==> src/rtl/regbank_pkg.sv <==
package regbank_pkg;

    localparam int WORD_W = 32;

    // Access kind picked by address bits [3:2]
    typedef enum logic [1:0] {
        KIND_BASE = 2'd0,
        KIND_SET  = 2'd1,
        KIND_CLR  = 2'd2,
        KIND_TOG  = 2'd3
    } access_kind_e;

    // Size code of a full word access
    localparam logic [1:0] SIZE_WORD = 2'd2;

endpackage

==> src/rtl/regbank_decode.sv <==
module regbank_decode
    import regbank_pkg::*;
#(
    parameter int NUM_REGS = 4,
    parameter int ADDR_W   = 8,
    parameter int GRP_W    = 2
) (
    input  logic [ADDR_W-1:0] addr,
    input  logic [1:0]        size,
    output logic [GRP_W-1:0]  grp,
    output access_kind_e      kind,
    output logic              bad
);

    localparam int IDX_W     = ADDR_W - 2;
    localparam int NUM_WORDS = NUM_REGS * 4;

    logic [IDX_W-1:0] word_idx;
    logic             size_bad;
    logic             align_bad;
    logic             range_bad;

    always_comb begin
        word_idx  = addr[ADDR_W-1:2];
        grp       = GRP_W'(word_idx >> 2);
        kind      = access_kind_e'(word_idx[1:0]);
        size_bad  = (size != SIZE_WORD);
        align_bad = (addr[1:0] != 2'b00);
        range_bad = (32'(word_idx) >= NUM_WORDS);
        bad       = size_bad || align_bad || range_bad;
    end

endmodule

==> src/rtl/regbank_update.sv <==
module regbank_update
    import regbank_pkg::*;
#(
    parameter logic [WORD_W-1:0] PROTECT = '0
) (
    input  logic [WORD_W-1:0] cur_val,
    input  logic              wr_en,
    input  access_kind_e      kind,
    input  logic [WORD_W-1:0] wdata,
    output logic [WORD_W-1:0] nxt_val
);

    logic [WORD_W-1:0] eff;

    always_comb begin
        eff     = wdata & ~PROTECT;
        nxt_val = cur_val;
        if (wr_en) begin
            unique case (kind)
                KIND_BASE: nxt_val = (cur_val & PROTECT) | eff;
                KIND_SET:  nxt_val = cur_val | eff;
                KIND_CLR:  nxt_val = cur_val & ~eff;
                KIND_TOG:  nxt_val = cur_val ^ eff;
                default:   nxt_val = cur_val;
            endcase
        end
    end

endmodule

==> src/rtl/clkctl_regbank.sv <==
module clkctl_regbank
    import regbank_pkg::*;
#(
    parameter int NUM_REGS = 4,
    parameter int ADDR_W   = 8,
    parameter int LOCK_POS = 31,
    parameter logic [NUM_REGS-1:0][WORD_W-1:0] RST_VALS = {
        32'h0000_3001, 32'hA5A5_0000, 32'h0000_0000, 32'h0000_1063
    },
    parameter logic [NUM_REGS-1:0][WORD_W-1:0] MASKS = {
        32'hFF00_0000, 32'hFFFF_FFFF, 32'h0000_0000, 32'hFFF6_0F80
    },
    parameter logic [NUM_REGS-1:0] LOCK_EN = 4'b1001
) (
    input  logic              clk,
    input  logic              rst_n,
    input  logic              req_valid,
    output logic              req_ready,
    input  logic              req_write,
    input  logic [ADDR_W-1:0] req_addr,
    input  logic [1:0]        req_size,
    input  logic [WORD_W-1:0] req_wdata,
    output logic              resp_valid,
    output logic              resp_err,
    output logic [WORD_W-1:0] resp_rdata
);

    localparam int GRP_W = (NUM_REGS > 1) ? $clog2(NUM_REGS) : 1;
    localparam logic [WORD_W-1:0] LOCK_ONE = WORD_W'(1) << LOCK_POS;

    typedef logic [NUM_REGS-1:0][WORD_W-1:0] image_t;

    function automatic image_t reset_image();
        image_t img;
        for (int i = 0; i < NUM_REGS; i++) begin
            img[i] = RST_VALS[i] | (LOCK_EN[i] ? LOCK_ONE : '0);
        end
        return img;
    endfunction

    localparam image_t RESET_IMAGE = reset_image();

    typedef struct packed {
        image_t            regs;
        logic              ready;
        logic              rvalid;
        logic              rerr;
        logic [WORD_W-1:0] rdata;
    } state_t;

    state_t state_d, state_q;

    logic              accept;
    logic [GRP_W-1:0]  grp;
    access_kind_e      kind;
    logic              bad;
    image_t            regs_q;
    image_t            upd_val;
    logic [NUM_REGS-1:0] wr_hit;

    assign regs_q = state_q.regs;
    assign accept = req_valid && state_q.ready;

    regbank_decode #(
        .NUM_REGS (NUM_REGS),
        .ADDR_W   (ADDR_W),
        .GRP_W    (GRP_W)
    ) u_decode (
        .addr (req_addr),
        .size (req_size),
        .grp  (grp),
        .kind (kind),
        .bad  (bad)
    );

    for (genvar i = 0; i < NUM_REGS; i++) begin : g_reg
        // Lock flag joins the protected bits so no write kind can drop it
        localparam logic [WORD_W-1:0] PROTECT =
            MASKS[i] | (LOCK_EN[i] ? LOCK_ONE : '0);

        assign wr_hit[i] = accept && req_write && !bad && (grp == GRP_W'(i));

        regbank_update #(
            .PROTECT (PROTECT)
        ) u_update (
            .cur_val (regs_q[i]),
            .wr_en   (wr_hit[i]),
            .kind    (kind),
            .wdata   (req_wdata),
            .nxt_val (upd_val[i])
        );
    end

    always_comb begin
        state_d        = state_q;
        state_d.ready  = 1'b1;
        state_d.regs   = upd_val;
        state_d.rvalid = accept;
        state_d.rerr   = accept && bad;
        state_d.rdata  = '0;
        if (accept && !req_write && !bad) begin
            state_d.rdata = regs_q[grp];
        end
    end

    always_ff @(posedge clk or negedge rst_n) begin
        if (!rst_n) begin
            state_q.regs   <= RESET_IMAGE;
            state_q.ready  <= 1'b0;
            state_q.rvalid <= 1'b0;
            state_q.rerr   <= 1'b0;
            state_q.rdata  <= '0;
        end else begin
            state_q <= state_d;
        end
    end

    assign req_ready  = state_q.ready;
    assign resp_valid = state_q.rvalid;
    assign resp_err   = state_q.rerr;
    assign resp_rdata = state_q.rdata;

endmodule

==> config.mk <==
export PLATFORM = sky130hd
export DESIGN_NAME = clkctl_regbank
export DESIGN_NICKNAME = d
export VERILOG_FILES = /design/src/rtl/regbank_pkg.sv /design/src/rtl/regbank_decode.sv /design/src/rtl/regbank_update.sv /design/src/rtl/clkctl_regbank.sv
export SDC_FILE = /design/constraint.sdc
export NUM_CORES = 1
export LEC_CHECK = 0
export BUFFER_PORTS_ARGS = -buffer_cell sky130_fd_sc_hd__buf_2
export CORE_ASPECT_RATIO = 0.6
export CORE_MARGIN = 4
export CORE_UTILIZATION = 31
export CTS_BUF_LIST = sky130_fd_sc_hd__clkbuf_16
export CTS_CLUSTER_SIZE = 24
export DETAILED_ROUTE_END_ITERATION = 12
export PLACE_DENSITY_LB_ADDON = 0.2
export RECOVER_POWER = 50
export SYNTH_ARGS = -nofsm -noshare
export SYNTH_HDL_FRONTEND = slang
export SYNTH_HIERARCHICAL = 1
export SYNTH_SLANG_ARGS = --single-unit
==> constraint.sdc <==
create_clock -name clk -period 4.3 [get_ports clk]
set_input_delay 0 -clock clk [delete_from_list [all_inputs] [get_ports clk]]
set_output_delay 0 -clock clk [all_outputs]
set_load 0.01 [all_outputs]
Yosys cells after proc, flatten, opt, wreduce, memory -nomap -nowiden. Cells that the tools add are included.

Register bits after elaboration: 131. Bits in latches: 0. Bits in writable memories: 0. Bits in read-only memories: 0. Input port bits: 46. Output and inout bits: 35. Word-level logic and storage cells: 51. Memories kept: 0.

Add/subtract/negate cells: 0. $mul: 0. Div/mod/pow operators: 0. $lt $le $gt $ge: 2. Equality and inequality tests: 6. Shifts and indexed selects: 0. Muxes and demuxes: 6. Bitwise logic cells: 14. Reductions and logical operators: 16.

Operators by type and width (number): case mux 32 bit (4 select lines) (3); bitwise AND 32 bit (3); binary-select mux 32 bit (select 2 bit) (1); 2-to-1 mux 32 bit (2); OR 32 x 20 -> 32 bit (2); OR 32 x 24 -> 32 bit (2); inverter 20 -> 32 bit (1); inverter 24 -> 32 bit (1); inverter 32 bit (1); OR 32 bit (1); XOR 32 x 20 -> 32 bit (1); XOR 32 x 24 -> 32 bit (1); XOR 32 bit (1); logical AND 1 bit (9); == test 2 bit (second input constant) (3); greater-or-equal comparator 6 x 5 -> 1 bit (second input constant) (1); == test 2 x 1 -> 1 bit (second input constant) (2); logical NOT 2 bit (2); less-than comparator 2 x 3 -> 1 bit (second input constant) (1); logical NOT 1 bit (2); logical OR 1 bit (2); inequality test 2 bit (second input constant) (1); nonzero test 2 bit (1).

Longest topological paths before layout.
Depth after elaboration: 6. Gate-level depth with buffers: 10.

Modules after synthesis. The synthesis kept the hierarchy.

By module, submodules not included: clkctl_regbank (instances 1, cells an instance 249, area an instance 5200.0 um2, seq. area each 4101.4 um2); regbank_update (g_reg[1].u_update) (instances 1, cells an instance 311, area an instance 2422.3 um2, seq. area each 0.0 um2); regbank_update (g_reg[3].u_update) (instances 1, cells an instance 241, area an instance 1757.9 um2, seq. area each 0.0 um2); regbank_update (g_reg[0].u_update) (instances 1, cells an instance 145, area an instance 1064.8 um2, seq. area each 0.0 um2); regbank_update (g_reg[2].u_update) (instances 1, cells an instance 32, area an instance 240.2 um2, seq. area each 0.0 um2); regbank_decode (instances 1, cells an instance 6, area an instance 43.8 um2, seq. area each 0.0 um2).

Least setup slack after synthesis. Ideal clock, no wire load.

Kind: input-to-reg. Start point: in req_addr[6]. End point: reg state_q, in the netlist regs_q[15]. Arrival time: 1.484 ns. Required time: 4.210 ns. Path slack: 2.726 ns. Stages: 7. Cell sequence: nor4_1 -> nand3b_1 -> nand4b_1 -> nor3_1 -> nand2_1 -> buf_2 -> o221ai_1.

Cells in the longest elaborated chain, start to end: 5.

Ends and longest elaborated chain: start: declaration (line clkctl_regbank.sv:20) `input logic [ADDR_W-1:0] req_addr,`; greater-or-equal comparator 6 x 5 -> 1 bit (line regbank_decode.sv:29) `range_bad = (32'(word_idx) >= NUM_WORDS);`; logical OR 1 bit (line regbank_decode.sv:30) `bad = size_bad || align_bad || range_bad;`; named net bad (line clkctl_regbank.sv:56) `logic bad;`; logical NOT 1 bit (line clkctl_regbank.sv:81) `assign wr_hit[i] = accept && req_write && !bad && (grp == GRP_W'(i));`; logical AND 1 bit (2 in a row) (line clkctl_regbank.sv:81); named net wr_hit[0] (line clkctl_regbank.sv:59) `logic [NUM_REGS-1:0] wr_hit;`; end signal: assignment (line clkctl_regbank.sv:114) `state_q <= state_d;`; end: declaration (line clkctl_regbank.sv:51) `state_t state_d, state_q;`.

The timed path passes the listed nets, and every way through them passes these cells. A chain may end at the register's enable or synchronous reset.

Worst setup path after layout.
Start point: reg state_q, in the netlist req_ready. End point: reg state_q, in the netlist regs_q[62].

Cells in the longest elaborated chain, start to end: 4.

Ends and longest elaborated chain: logical AND 1 bit (line clkctl_regbank.sv:62) `assign accept = req_valid && state_q.ready;`; logical AND 1 bit (3 in a row) (line clkctl_regbank.sv:81); named net wr_hit[1] (line clkctl_regbank.sv:59).

The timed path passes the listed nets, and every way through them passes these cells.

==> impl_metrics.py <==
metrics = {
    "status": {
        "outcome": "complete, but fails checks",
        "violations": "capacitance limit, slew limit",
    },
    "critical_path": {
        "r2r_start": "req_ready",
        "r2r_slack_ns": 1.46,
        "crit_end": "regs_q[62]",
        "path_class": "reg2reg",
        "worstPathArrival_ns": 3.17,
        "required_ns": 4.63,
        "worst_r2r_endpoint": "regs_q[62]",
        "crit_start": "req_ready",
        "endpoint_kind": "flip-flop",
        "r2r_cells": 4,
        "cp_max_fo": 32,
        "crit_path_start_kind": "flip-flop",
    },
    "floorplanning": {
        "start_util_pct": 31.6,
        "die_y_um": 152,
        "coreArea_mm2": 0.0339,
        "die_w_um": 248,
        "num_rows": 52,
        "die_area_mm2": 0.0377,
        "ios": 81,
    },
    "timing": {
        "rsz0062_at_grt": "no",
        "finalCriticalPeriod_ns": 2.84,
        "setup_viol": 0,
        "fin_worst_skew_ns": 0.0160,
        "hold_viol": 0,
        "min_period_over_period_pct": 66.1,
        "tightest_slew_ns": 2.33,
        "setup_tns_ns": 0,
        "fmax_mhz": 352,
        "drv_slew": 164,
        "relSlewSlack_pct": -55.2,
    },
    "layout": {
        "antenna_cells": 0,
        "layout.nets": 1177,
        "layout_commonest_cell": "dfrtp_1",
        "final_cell_mix": "145 x dfrtp_1, 143 x inv_1, 138 x ha_1",
        "drive_above_1_share_pct": 17.2,
        "area_growth_pct": 8.93,
    },
    "clock_tree": {
        "clock_latency_ns": 0.46,
        "cts_resized": 0,
        "cts_inserted_buffers": 17,
        "cts_buffer_depth": 2,
        "holdBufCountCts": 17,
        "cts_setup_buffers": 0,
        "cts.reportedPaths.clkPinSlew_ns": 0.07,
        "htreeDepth": 4,
        "clock_tree.root_cell": "clkbuf_16",
        "cts_tree": "yes",
        "cts_sinks": 163,
    },
    "place": {
        "globalplace.congestion": 0.719,
        "port_buffers": 80,
        "dp_hpwl_um": 14800,
    },
    "grt": {
        "antenna_found_initial": 1,
        "overflow": 0,
        "grt_usage_pct": 13.1,
        "grt_pass1_wl_um": 38900,
        "grt_pass1_vias": 6866,
        "grt_start_max_net_pins": 164,
    },
    "detailed_routing": {
        "detail_route.wl_per_cell_um": 16.0,
        "first_pass_iters": 4,
        "totalWireLength_um": 23500,
        "first_iter_violations": 324,
        "vias_per_cell": 4.46,
        "via_count": 6539,
        "drc": 0,
        "final_antenna_net_count": 0,
    },
    "power_and_ir_drop": {
        "p_total_mw": 3.50,
        "powerDensity_mw_per_mm2": 300,
        "leakage_nw": 5.81,
        "vdd_drop_max_uv": 212,
    },
    "synthesis": {
        "syn_nets": 1167,
        "avgSynthCellArea_um2": 10.9,
        "ys_warn_count": 6,
        "synthCells": 983,
        "synth_area_mm2": 0.0107,
    },
    "hold_path": {
        "hold_class": "in2reg",
    },
    "job": {
        "cap_viol_max_count": 1,
    },
}
[per-layer routing]
layer / part of all wire [%] / track usage, %
met1: 55 / 20.1
met2: 41 / 18.2
met3: 3.3 / 3.26
met4: 1.2 / 3.79
met5: 0.030 / 0
[area by class of cell]
| type | instances | area (um^2) |
|---|---|---|
| fillers | 3336 | 22200 |
| flip-flops and latches | 163 | 4100 |
| multi-input cells | 563 | 5280 |
| well taps | 459 | 574 |
| inverters | 140 | 526 |
| clock buffers | 17 | 425 |
| clock inverters | 15 | 150 |
| repair buffers | 108 | 623 |
[state kept, by name, summed over array words and instances (netlist names)]
name,count
regs_q,128
resp_valid,1
resp_err,1
req_ready,1
resp_rdata,32
[power breakdown]
| part | internal [mW] | switching, mW | total (mW) |
|---|---|---|---|
| clock | 0.897 | 0.648 | 1.54 |
| sequential | 1.55 | 0.0177 | 1.57 |
| combinational | 0.169 | 0.216 | 0.385 |
[worst max-delay path, cell delays in order (launching register included)]
cell and delay [ns]:
dfrtp_1 0.39, nand4b_1 0.28, nor3_2 0.84, nand2_2 0.78, o221ai_1 0.42
[worst min-delay path by stage]
stage             startpoint        endpoint  slack (ns)  cells past startpoint
2_1_floorplan          rst_n     regs_q[100]       -0.30                      0
3_3_place_gp           rst_n  resp_rdata[26]        0.25                      2
3_5_place_dp           rst_n  resp_rdata[26]        0.25                      2
4_1_cts        req_wdata[23]      regs_q[55]      0.0006                      4
5_1_grt         req_wdata[7]      regs_q[39]        0.02                      4
6_report       req_wdata[13]      regs_q[13]        0.03                      4
[per-stage QoR]
step                utilization (%)  instance area, um^2  setup WS [ns]  instances  hold WS [ns]
floorplan                         -                10700           2.75        983        -0.296
global placement               32.4                11000           1.37       1416         0.250
detailed placement             32.4                11000           1.26       1416         0.247
CTS                            34.6                11700           1.45       1465      0.000641
global route                   34.5                11700           1.25       1465        0.0238
finish                         34.5                11700           1.46       1465        0.0254
Power figures use the tool's default switching activity.
